<file path="config.mk">
export PLATFORM = sky130hd
export DESIGN_NAME = bank_pm_ctrl
export DESIGN_NICKNAME = d
export VERILOG_FILES = /design/src/rtl/bpm_pkg.sv /design/src/rtl/bpm_access_counters.sv /design/src/rtl/bpm_victim_pick.sv /design/src/rtl/bpm_target_pick.sv /design/src/rtl/bank_pm_ctrl.sv
export SDC_FILE = /design/constraint.sdc
export NUM_CORES = 1
export LEC_CHECK = 0
export ABC_CLOCK_PERIOD_IN_PS = 66300
export BUFFER_PORTS_ARGS = -buffer_cell sky130_fd_sc_hd__buf_2
export CORE_MARGIN = 3
export CORE_UTILIZATION = 30
export CTS_BUF_LIST = sky130_fd_sc_hd__clkbuf_4 sky130_fd_sc_hd__clkbuf_8
export DETAILED_ROUTE_END_ITERATION = 16
export PLACE_DENSITY = 0.57
export SLEW_MARGIN = 20
export SYNTH_ARGS = -nofsm -noshare
export SYNTH_HDL_FRONTEND = slang
export SYNTH_HIERARCHICAL = 1
export SYNTH_SLANG_ARGS = --single-unit
</file>
<file path="constraint.sdc">
create_clock -name clk -period 66.3 [get_ports clk]
set_input_delay 9.945 -clock clk [delete_from_list [all_inputs] [get_ports clk]]
set_output_delay 9.945 -clock clk [all_outputs]
set_load 0.02 [all_outputs]
</file>
<file path="src/rtl/bpm_pkg.sv">
package bpm_pkg;

    typedef enum logic [1:0] {
        PM_FREE    = 2'd0,
        PM_ONESHOT = 2'd1,
        PM_WINDOW  = 2'd2,
        PM_SPARE   = 2'd3
    } pm_mode_e;

    typedef enum logic [1:0] {
        ACT_IDLE  = 2'd0,
        ACT_SLEEP = 2'd1,
        ACT_WAKE  = 2'd2
    } pm_act_e;

    function automatic int unsigned abs_diff(input int unsigned a, input int unsigned b);
        return (a > b) ? (a - b) : (b - a);
    endfunction

    // Manhattan hop count between two banks laid out row-major on a mesh
    function automatic int unsigned mesh_dist(input int unsigned a, input int unsigned b,
                                              input int unsigned cols);
        return abs_diff(a % cols, b % cols) + abs_diff(a / cols, b / cols);
    endfunction

endpackage

</file>
<file path="src/rtl/bpm_access_counters.sv">
module bpm_access_counters #(
    parameter int NBANK = 16,
    parameter int CNT_W = 8
) (
    input  logic                         clk,
    input  logic                         rst,
    input  logic [NBANK-1:0]             acc_stb,
    input  logic                         epoch_tick,
    output logic [NBANK-1:0][CNT_W-1:0]  cnt
);
    localparam logic [CNT_W-1:0] CNT_MAX = '1;

    for (genvar g = 0; g < NBANK; g++) begin : g_cnt
        always_ff @(posedge clk) begin
            if (rst) begin
                cnt[g] <= '0;
            end else if (epoch_tick) begin
                cnt[g] <= {{(CNT_W-1){1'b0}}, acc_stb[g]};
            end else if (acc_stb[g] && cnt[g] != CNT_MAX) begin
                cnt[g] <= cnt[g] + 1'b1;
            end
        end
    end
endmodule

</file>
<file path="src/rtl/bpm_victim_pick.sv">
module bpm_victim_pick #(
    parameter int NBANK = 16,
    parameter int CNT_W = 8,
    parameter int IDX_W = 4
) (
    input  logic [NBANK-1:0][CNT_W-1:0] cnt,
    input  logic [NBANK-1:0]            elig,
    output logic                        vld,
    output logic [IDX_W-1:0]            idx
);
    logic [CNT_W-1:0] best;

    // strict less-than keeps the lowest index on equal counts
    always_comb begin
        vld  = 1'b0;
        idx  = '0;
        best = '0;
        for (int i = 0; i < NBANK; i++) begin
            if (elig[i] && (!vld || cnt[i] < best)) begin
                vld  = 1'b1;
                best = cnt[i];
                idx  = IDX_W'(i);
            end
        end
    end
endmodule

</file>
<file path="src/rtl/bpm_target_pick.sv">
module bpm_target_pick
    import bpm_pkg::*;
#(
    parameter int NBANK     = 16,
    parameter int IDX_W     = 4,
    parameter int MESH_COLS = 4
) (
    input  logic [IDX_W-1:0] home,
    input  logic [NBANK-1:0] avail,
    output logic             vld,
    output logic [IDX_W-1:0] idx
);
    int unsigned best_d;
    int unsigned cur_d;

    always_comb begin
        vld    = 1'b0;
        idx    = '0;
        best_d = 0;
        cur_d  = 0;
        for (int i = 0; i < NBANK; i++) begin
            cur_d = mesh_dist(int'(home), i, MESH_COLS);
            if (avail[i] && (!vld || cur_d < best_d)) begin
                vld    = 1'b1;
                best_d = cur_d;
                idx    = IDX_W'(i);
            end
        end
    end
endmodule

</file>
<file path="src/rtl/bank_pm_ctrl.sv">
module bank_pm_ctrl
    import bpm_pkg::*;
#(
    parameter  int NBANK     = 16,
    parameter  int CNT_W     = 8,
    parameter  int PERF_W    = 8,
    parameter  int PH_W      = 4,
    parameter  int MESH_COLS = 4,
    localparam int IDX_W     = $clog2(NBANK),
    localparam int OFF_W     = $clog2(NBANK + 1)
) (
    input  logic                    clk,
    input  logic                    rst,
    input  logic [NBANK-1:0]        acc_stb,
    input  logic                    epoch_tick,
    input  logic [PERF_W-1:0]       perf_loss,
    input  logic [PERF_W-1:0]       loss_thr,
    input  logic [OFF_W-1:0]        max_off,
    input  logic [1:0]              pm_mode,
    input  logic [PH_W-1:0]         frz_period,
    input  logic [PH_W-1:0]         frz_len,
    input  logic [IDX_W-1:0]        lk_bank,
    output logic [IDX_W-1:0]        lk_eff,
    output logic                    lk_stall,
    output logic [NBANK-1:0]        bank_pwr_en,
    output logic [NBANK*IDX_W-1:0]  remap_tbl,
    output logic                    mig_req,
    output logic [IDX_W-1:0]        mig_home,
    output logic [IDX_W-1:0]        mig_tgt,
    input  logic                    mig_ack,
    input  logic [IDX_W-1:0]        mig_ack_bank
);
    localparam logic [OFF_W-1:0] OFF_CAP = OFF_W'(NBANK - 1);

    // ---------------- state ----------------
    logic [NBANK-1:0] pwr_q;
    logic [NBANK-1:0] busy_q;
    logic [IDX_W-1:0] tgt_q [NBANK];
    logic [OFF_W-1:0] off_cnt_q;
    logic             locked_q;
    logic [PH_W-1:0]  phase_q;
    logic             mig_req_q;
    logic [IDX_W-1:0] mig_home_q;
    logic [IDX_W-1:0] mig_tgt_q;

    // ---------------- epoch statistics ----------------
    logic [NBANK-1:0][CNT_W-1:0] cnt;

    bpm_access_counters #(.NBANK(NBANK), .CNT_W(CNT_W)) u_cnt (
        .clk        (clk),
        .rst        (rst),
        .acc_stb    (acc_stb),
        .epoch_tick (epoch_tick),
        .cnt        (cnt)
    );

    // ---------------- eligibility ----------------
    logic [NBANK-1:0] is_tgt;
    logic [NBANK-1:0] elig;

    always_comb begin
        is_tgt = '0;
        for (int j = 0; j < NBANK; j++) begin
            for (int i = 0; i < NBANK; i++) begin
                if ((!pwr_q[i] || busy_q[i]) && tgt_q[i] == IDX_W'(j)) begin
                    is_tgt[j] = 1'b1;
                end
            end
        end
        elig = pwr_q & ~busy_q & ~is_tgt;
    end

    logic             vic_vld;
    logic [IDX_W-1:0] vic_idx;

    bpm_victim_pick #(.NBANK(NBANK), .CNT_W(CNT_W), .IDX_W(IDX_W)) u_vic (
        .cnt  (cnt),
        .elig (elig),
        .vld  (vic_vld),
        .idx  (vic_idx)
    );

    logic [NBANK-1:0] tgt_avail;
    logic             tsel_vld;
    logic [IDX_W-1:0] tsel_idx;

    assign tgt_avail = pwr_q & ~(NBANK'(1) << vic_idx);

    bpm_target_pick #(.NBANK(NBANK), .IDX_W(IDX_W), .MESH_COLS(MESH_COLS)) u_tgt (
        .home  (vic_idx),
        .avail (tgt_avail),
        .vld   (tsel_vld),
        .idx   (tsel_idx)
    );

    // ---------------- restart candidate ----------------
    logic             wake_vld;
    logic [IDX_W-1:0] wake_idx;

    always_comb begin
        wake_vld = 1'b0;
        wake_idx = '0;
        for (int i = NBANK - 1; i >= 0; i--) begin
            if (!pwr_q[i]) begin
                wake_vld = 1'b1;
                wake_idx = IDX_W'(i);
            end
        end
    end

    // ---------------- policy ----------------
    pm_mode_e         mode;
    logic             frozen;
    logic [PH_W:0]    ph_inc;
    logic [PH_W-1:0]  phase_nxt;
    logic [OFF_W-1:0] off_limit;
    logic             over_thr;
    logic             may_sleep;
    pm_act_e          act;

    assign mode = pm_mode_e'(pm_mode);

    always_comb begin
        ph_inc    = {1'b0, phase_q} + 1'b1;
        phase_nxt = (frz_period == '0 || ph_inc >= {1'b0, frz_period}) ? '0 : ph_inc[PH_W-1:0];
        frozen    = (mode == PM_WINDOW) && (frz_period != '0) && (phase_q < frz_len);
        off_limit = (max_off > OFF_CAP) ? OFF_CAP : max_off;
        over_thr  = perf_loss > loss_thr;
        may_sleep = !((mode == PM_ONESHOT) && locked_q) && (off_cnt_q < off_limit)
                    && vic_vld && tsel_vld;
        act = ACT_IDLE;
        if (epoch_tick && !frozen) begin
            if (over_thr) begin
                if (wake_vld) act = ACT_WAKE;
            end else if (may_sleep) begin
                act = ACT_SLEEP;
            end
        end
    end

    // ---------------- state update ----------------
    always_ff @(posedge clk) begin
        if (rst) begin
            pwr_q      <= '1;
            busy_q     <= '0;
            off_cnt_q  <= '0;
            locked_q   <= 1'b0;
            phase_q    <= '0;
            mig_req_q  <= 1'b0;
            mig_home_q <= '0;
            mig_tgt_q  <= '0;
            for (int i = 0; i < NBANK; i++) tgt_q[i] <= IDX_W'(i);
        end else begin
            mig_req_q <= 1'b0;
            if (epoch_tick) phase_q <= phase_nxt;
            if (mig_ack && busy_q[mig_ack_bank]) begin
                busy_q[mig_ack_bank] <= 1'b0;
                tgt_q[mig_ack_bank]  <= mig_ack_bank;
            end
            case (act)
                ACT_SLEEP: begin
                    pwr_q[vic_idx] <= 1'b0;
                    tgt_q[vic_idx] <= tsel_idx;
                    off_cnt_q      <= off_cnt_q + 1'b1;
                end
                ACT_WAKE: begin
                    pwr_q[wake_idx]  <= 1'b1;
                    busy_q[wake_idx] <= 1'b1;
                    off_cnt_q        <= off_cnt_q - 1'b1;
                    locked_q         <= 1'b1;
                    mig_req_q        <= 1'b1;
                    mig_home_q       <= wake_idx;
                    mig_tgt_q        <= tgt_q[wake_idx];
                end
                default: ;
            endcase
        end
    end

    // ---------------- outputs ----------------
    for (genvar g = 0; g < NBANK; g++) begin : g_tbl
        assign remap_tbl[g*IDX_W +: IDX_W] = tgt_q[g];
    end

    assign bank_pwr_en = pwr_q;
    assign lk_stall    = busy_q[lk_bank];
    assign lk_eff      = busy_q[lk_bank] ? lk_bank : tgt_q[lk_bank];
    assign mig_req     = mig_req_q;
    assign mig_home    = mig_home_q;
    assign mig_tgt     = mig_tgt_q;

endmodule

</file>
Word-level counts from Yosys, hierarchy flattened --
Memories as Yosys holds them, arrays and structs flattened. A register that Yosys moved wholly into a read port is not among the register bits. Index checks and enable logic that the tools add are counted.
Storage, ports and cells: register bits after elaboration 175, memory bits (writable) 64, input port bits 59, output and inout port bits 94, word-level logic and storage cells 1315, memories kept 1
Operators by class: add/subtract/negate cells 49, magnitude comparators 50, eq/ne operators 260, shift-type cells 1, multiplexer cells 457, bitwise logic cells 12, reduce and logical (&&, ||, !) cells 446
Memory list:
- tgt_q | words 16, width 4, read ports 18, clocked after Yosys merged registers in 1, wr ports 16, line bank_pm_ctrl.sv:38 | logic [IDX_W-1:0] tgt_q [NBANK];
Operators with widths (count):
- 32-bit 2-to-1 mux | 23
- 32-bit adder | 16
- 4-bit == test (second input constant) | 128
- 32-bit < comparator | 15
- 1-bit 2-to-1 mux | 355
- 1-bit logical AND | 313
- 4-bit by 3-bit == test with 1-bit output (second input constant) | 64
- 4-bit 2-to-1 mux | 38
- 8-bit by 1-bit adder with 8-bit output (second input constant) | 16
- 4-bit by 2-bit == test with 1-bit output (second input constant) | 32
- 8-bit inequality test (second input constant) | 16
- 8-bit < comparator | 15
- 8-bit 2-to-1 mux | 15
- 16-bit bitwise AND | 5
- 16-bit inverter | 5
- 4-bit logical NOT | 17
- 4-bit by 1-bit == test with 1-bit output (second input constant) | 16
- 1-bit logical NOT | 48
- 16-bit 2-to-1 mux | 3
- 1-bit logical OR | 47
- 2-bit nonzero test | 17
- 16-bit bitwise OR | 2
- 16-bit case mux with 2 select lines | 1
- 3-bit 2-to-1 mux | 8
- other kinds (27) | 60

Longest topological paths before layout --
depth in word-level cells 156, gate-level depth with buffers 363, gate-level depth less buffers 334

Cells and area by module --
Netlist, hierarchy kept.
Modules (own cells, without submodules):
- bpm_target_pick | times used 1, cells each 1451, area an instance 11008.1 µm², seq. area each 0.0 µm²
- bank_pm_ctrl | times used 1, cells each 1102, area an instance 9222.6 µm², seq. area each 2942.8 µm²
- bpm_access_counters | times used 1, cells each 752, area an instance 6272.3 µm², seq. area each 2562.5 µm²
- bpm_victim_pick | times used 1, cells each 790, area an instance 5371.4 µm², seq. area each 0.0 µm²

Worst setup path after synthesis --
Ideal clock, no wire load.
kind register -> register, start point reg pwr_q[11], in the netlist bank_pwr_en[11], end point mem tgt_q[7][0], enable pin, library setup time 361 ps, arrival time 65073 ps, data required time 65939 ps, slack 866 ps, stages on the path, launching flop included 345, path buffers 34, clock period less this slack 65434 ps, cell sequence dfxtp_1 inv_1 nor2_1 nor3_1 a22oi_1 nand4_1 nor2_1 clkbuf_1 nand2_1 ha_1 nor4bb_1 o2111ai_1 a21oi_1 clkbuf_1 nand2_1 o21ai_0 inv_1 ha_1 [... 309 more ...] a21oi_1 o21ai_0 a21oi_1 o311ai_0 a21oi_1 a41oi_1 o211ai_1 o31ai_4 nor3_1 o21bai_1 nand2_1 a311oi_1 and4b_1 ha_1 nor3b_1 nand2_1 clkbuf_1 o21ai_0
RTL lines:
- start: declaration | line bank_pm_ctrl.sv:36 | logic [NBANK-1:0] pwr_q;
- start signal: assignment | line bank_pm_ctrl.sv:144 | pwr_q <= '1;
- start signal: indexed assignment | line bank_pm_ctrl.sv:162 | pwr_q[vic_idx] <= 1'b0;
- start signal: indexed assignment | line bank_pm_ctrl.sv:167 | pwr_q[wake_idx] <= 1'b1;
- end: declaration | line bank_pm_ctrl.sv:38

==> flow_summary.html <==
<table>
<tr><th>Metric</th><th>Value</th></tr>
<tr><th colspan="2">GRT</th></tr>
<tr><td>Number of global-route vias before repair</td><td>~32,000</td></tr>
<tr><td>Number of antenna violations at the first check in global routing</td><td>9</td></tr>
<tr><td>Aggregate global routing overflow</td><td>0</td></tr>
<tr><td>Total routing resource utilization after global routing</td><td>0.2386</td></tr>
<tr><td>Wire length of the first global-routing pass</td><td>slightly above 200,000 um</td></tr>
<tr><td>Largest net degree at the start of global routing</td><td>between 50 and 60</td></tr>
<tr><th colspan="2">Floorplan</th></tr>
<tr><td>Overall die area</td><td>~110,000 um^2</td></tr>
<tr><td>I/O pins</td><td>153</td></tr>
<tr><td>Initial core utilization</td><td>0.3049</td></tr>
<tr><td>Die height</td><td>between 300 and 400 um</td></tr>
<tr><td>Die width</td><td>about 330 um</td></tr>
<tr><td>Std-Cell Core Area</td><td>between 100,000 and 150,000 um^2</td></tr>
<tr><td>Number of standard-cell rows in the floorplan</td><td>approximately 120</td></tr>
<tr><th colspan="2">Finish</th></tr>
<tr><td>Finished Layout Cells</td><td>5,853</td></tr>
<tr><td>Synthesis-to-layout area growth</td><td>18.55%</td></tr>
<tr><td>Core Util, Final</td><td>0.3615</td></tr>
<tr><td># fillers</td><td>between 10,000 and 15,000</td></tr>
<tr><td>Post-Layout Inst Area</td><td>~38,000 um^2</td></tr>
<tr><td>Layout net count</td><td>about 5,000</td></tr>
<tr><td>Share of layout cells above drive strength 1</td><td>0.1898</td></tr>
<tr><th colspan="2">Synth</th></tr>
<tr><td>Synthesized flop and latch total</td><td>243</td></tr>
<tr><td>Most frequently used cell type in the post-synthesis netlist</td><td>ha_1</td></tr>
<tr><td>Synth Warn #</td><td>6</td></tr>
<tr><td>Asr flop ratio synth</td><td>0</td></tr>
<tr><td>Count of unique library cells instantiated by Yosys</td><td>between 100 and 150</td></tr>
<tr><td>Syn nets</td><td>approximately 4,600</td></tr>
<tr><td>List of most frequent post-synthesis cells</td><td>ha_1 (371), nor2_1 (357), nand2_1 (345)</td></tr>
<tr><td>Instance count of the mapped netlist</td><td>4,095</td></tr>
<tr><td>Most frequently used flop master after synthesis</td><td>dfxtp_1</td></tr>
<tr><td>Top cells by area in the synthesized netlist</td><td>ha_1 (15%), dfxtp_1 (11%), edfxtp_1 (6.0%)</td></tr>
<tr><td>Fraction of synthesized cell area taken by the top area cell type</td><td>0.1456</td></tr>
<tr><td>Count of flip-flops with a built-in enable after synthesis</td><td>between 60 and 70</td></tr>
<tr><td>Cell area after technology mapping</td><td>between 30,000 and 40,000 um^2</td></tr>
<tr><td>Mean instance size in the synthesized netlist</td><td>approximately 7.8 um^2</td></tr>
<tr><td>Cell accounting for the most synthesized area</td><td>ha_1</td></tr>
<tr><td>Proportion of synthesized chip area in sequential cells</td><td>0.1727</td></tr>
<tr><th colspan="2">Clocking</th></tr>
<tr><td>Number of clock sinks</td><td>between 200 and 250</td></tr>
<tr><td>Buffers from clock root to sink, at most</td><td>3</td></tr>
<tr><td>Clock transition at the register clock pins on the worst setup and hold paths after CTS</td><td>approximately 60 ps</td></tr>
<tr><td>Insertion delay of the later-clocked pin in the worst-skew pair</td><td>roughly 710 ps</td></tr>
<tr><td>Clock tree from TritonCTS</td><td>yes</td></tr>
<tr><td>Number of buffers created by CTS</td><td>48</td></tr>
<tr><td>H-tree depth reported by CTS</td><td>2</td></tr>
<tr><td>Library cell used as clock root buffer</td><td>clkbuf_8</td></tr>
<tr><td>Post-CTS Hold Buffers</td><td>0</td></tr>
<tr><th colspan="2">Timing</th></tr>
<tr><td>Number of hold-slack violations in the final timing report</td><td>0</td></tr>
<tr><td>Number of endpoints failing setup at the final stage</td><td>0</td></tr>
<tr><td>Slew at the pin with the worst max-slew slack</td><td>~1200 ps</td></tr>
<tr><td>Min Tclk post-route</td><td>~62,000 ps</td></tr>
<tr><td>Final Skew</td><td>119.2 ps</td></tr>
<tr><td>Final setup slack of the worst path</td><td>3925 ps</td></tr>
<tr><td>Worst slew margin</td><td>0.2280</td></tr>
<tr><td>Number of slew-limit violations in the final report</td><td>0</td></tr>
<tr><td>Final critical-path share of the clock period</td><td>0.9408</td></tr>
<tr><td>Achievable clock frequency</td><td>around 0.016 GHz</td></tr>
<tr><th colspan="2">Placement</th></tr>
<tr><td>DP Area</td><td>~35,000 um^2</td></tr>
<tr><td>Worst-case setup slack after placement</td><td>-1948 ps</td></tr>
<tr><td>Routability congestion estimate</td><td>about 1.1</td></tr>
<tr><td>Cell total after placement</td><td>about 5,700</td></tr>
<tr><td>DPL Wire Length</td><td>~110,000 um</td></tr>
<tr><td>Port Buf Inserts</td><td>152</td></tr>
<tr><th colspan="2">Routing</th></tr>
<tr><td>Number of routed nets with antenna violations</td><td>0</td></tr>
<tr><td>Aggregate routed wire length</td><td>~140,000 um</td></tr>
<tr><td>First-pass iteration count of the detailed router</td><td>6</td></tr>
<tr><td>Detail-routed net length per standard cell</td><td>around 24 um</td></tr>
<tr><td>Number of remaining DRC errors</td><td>0</td></tr>
<tr><td>Total via count in the routed design</td><td>roughly 35,000</td></tr>
<tr><td>Vias per inst</td><td>between 5 and 6</td></tr>
<tr><td>DR iter-0 viols</td><td>3,323</td></tr>
<tr><th colspan="2">Critical path</th></tr>
<tr><td>Required time worst endpoint</td><td>around 67,000 ps</td></tr>
<tr><td>Largest stage delay on the critical path</td><td>680 ps</td></tr>
<tr><td>Kind of cell adding the most delay to the critical path</td><td>compound AO/OA/AOI/OAI gates</td></tr>
<tr><td>Nature of the critical path endpoint</td><td>flop</td></tr>
<tr><td>CP Max Fanout</td><td>15</td></tr>
<tr><td>Crit Path Category</td><td>flop to flop</td></tr>
<tr><td>Cell occurring most often along the worst timing path</td><td>ha_1</td></tr>
<tr><td>Master of the slowest instance on the critical path</td><td>or4b_2</td></tr>
<tr><td>Buffers &amp; Inverters on Critical Path</td><td>34</td></tr>
<tr><td>Critical Path Start Type</td><td>flop</td></tr>
<tr><td>Endpoint arrival time on the critical path</td><td>approximately 63,000 ps</td></tr>
<tr><th colspan="2">Worst hold path</th></tr>
<tr><td>Tightest Hold Check Type</td><td>flop to flop</td></tr>
<tr><th colspan="2">Run status</th></tr>
<tr><td>Status</td><td>complete, no violations</td></tr>
<tr><th colspan="2">Flow run</th></tr>
<tr><td>Max-cap violation count</td><td>0</td></tr>
</table>
[per-stage QoR]
step / TNS (ps) / hold slack, ps
after CTS: 0 / 483.5
after global placement: -6237 / 467.2
after floorplan: 0 / 434.9
after detailed placement: -253160 / 474.6
after global routing: -17910 / 521.5
final: 0 / 494.1
[final timing paths]
| path | to | cells past startpoint | slack, ps | start |
|---|---|---|---|---|
| setup / recovery | tgt_q[12][1] | 322 | 3920 | tgt_q[3][1] |
| hold / removal | locked_q | 2 | 490 | locked_q |
| setup reg to reg | tgt_q[12][1] | 322 | 3920 | tgt_q[3][1] |
| hold reg to reg | locked_q | 2 | 490 | locked_q |
[state kept, by name, summed over array words and instances (netlist names)]
signal / flops
bank_pwr_en: 16
phase_q: 4
busy_q: 16
mig_tgt: 4
u_cnt/cnt: 128
mig_home: 4
tgt_q: 64
off_cnt_q: 5
mig_req: 1
locked_q: 1
[layout make-up]
cell class / count / area [um^2] / share of cell area
Antenna cell: 5 / 12.51 / 0.0003311
Clock buffer: 74 / 905.9 / 0.02397
Clock inverter: 11 / 98.84 / 0.002616
Inverter: 278 / 1055 / 0.02791
Multi-Input combinational cell: 3426 / 25490 / 0.6746
Sequential cell: 243 / 5512 / 0.1459
Tap cell: 1380 / 1727 / 0.04570
Timing Repair Buffer: 436 / 2985 / 0.07901
[routing by layer]
metal / share of wire / up-vias / wire length (um) / track usage
li1: - / 16040 / - / -
met1: 0.44 / 16600 / 60560 / 0.3201
met2: 0.43 / 1540 / 60060 / 0.3712
met3: 0.084 / 347 / 11640 / 0.05076
met4: 0.046 / 2 / 6344 / 0.09850
met5: 0.000094 / - / 13 / 0
[worst min-delay path: cells and delay by family, from the launching register on]
| kind | cells | cell delay, ps |
|---|---|---|
| DFF | 1 | 320 |
| and+or+nand+nor | 2 | 130 |
[layout by cell type (no fill, tap or decap), types with 67 or more instances in the layout]
cell type  count
buf_4        274
a21o_1       100
nand3_1      174
nand2_1      342
nor2_1       343
nor3_1       114
o21ai_0      204
mux2i_1       67
a22oi_1       81
ha_1         369
inv_1        270
nand4_1      114
dfxtp_1      176
nor2b_1       76
a21oi_1      281
buf_2        152
[logic make-up after synthesis]
group,count (synthesis),synth area share
adders and majority gates,437,0.1856
DFF,243,0.1727
AOI/OAI and AO/OA,1199,0.2575
other,1,0.0001176
and+or+nand+nor,1583,0.2537
xor gates and xnor gates,39,0.01072
buffers and inverters,430,0.05390
muxes,163,0.06587
[what timing repair did]
action / 4_1_cts / 5_1_grt
cloned: 1 / 5
pin swaps: 3 / 33
buffers inserted: 9 / 51
gates resized for setup: 31 / 174
setup endpoints to repair: 175 / 175
Power is not shown: default switching activity piles up to over one toggle a cycle in this logic, so the estimate is an artifact.
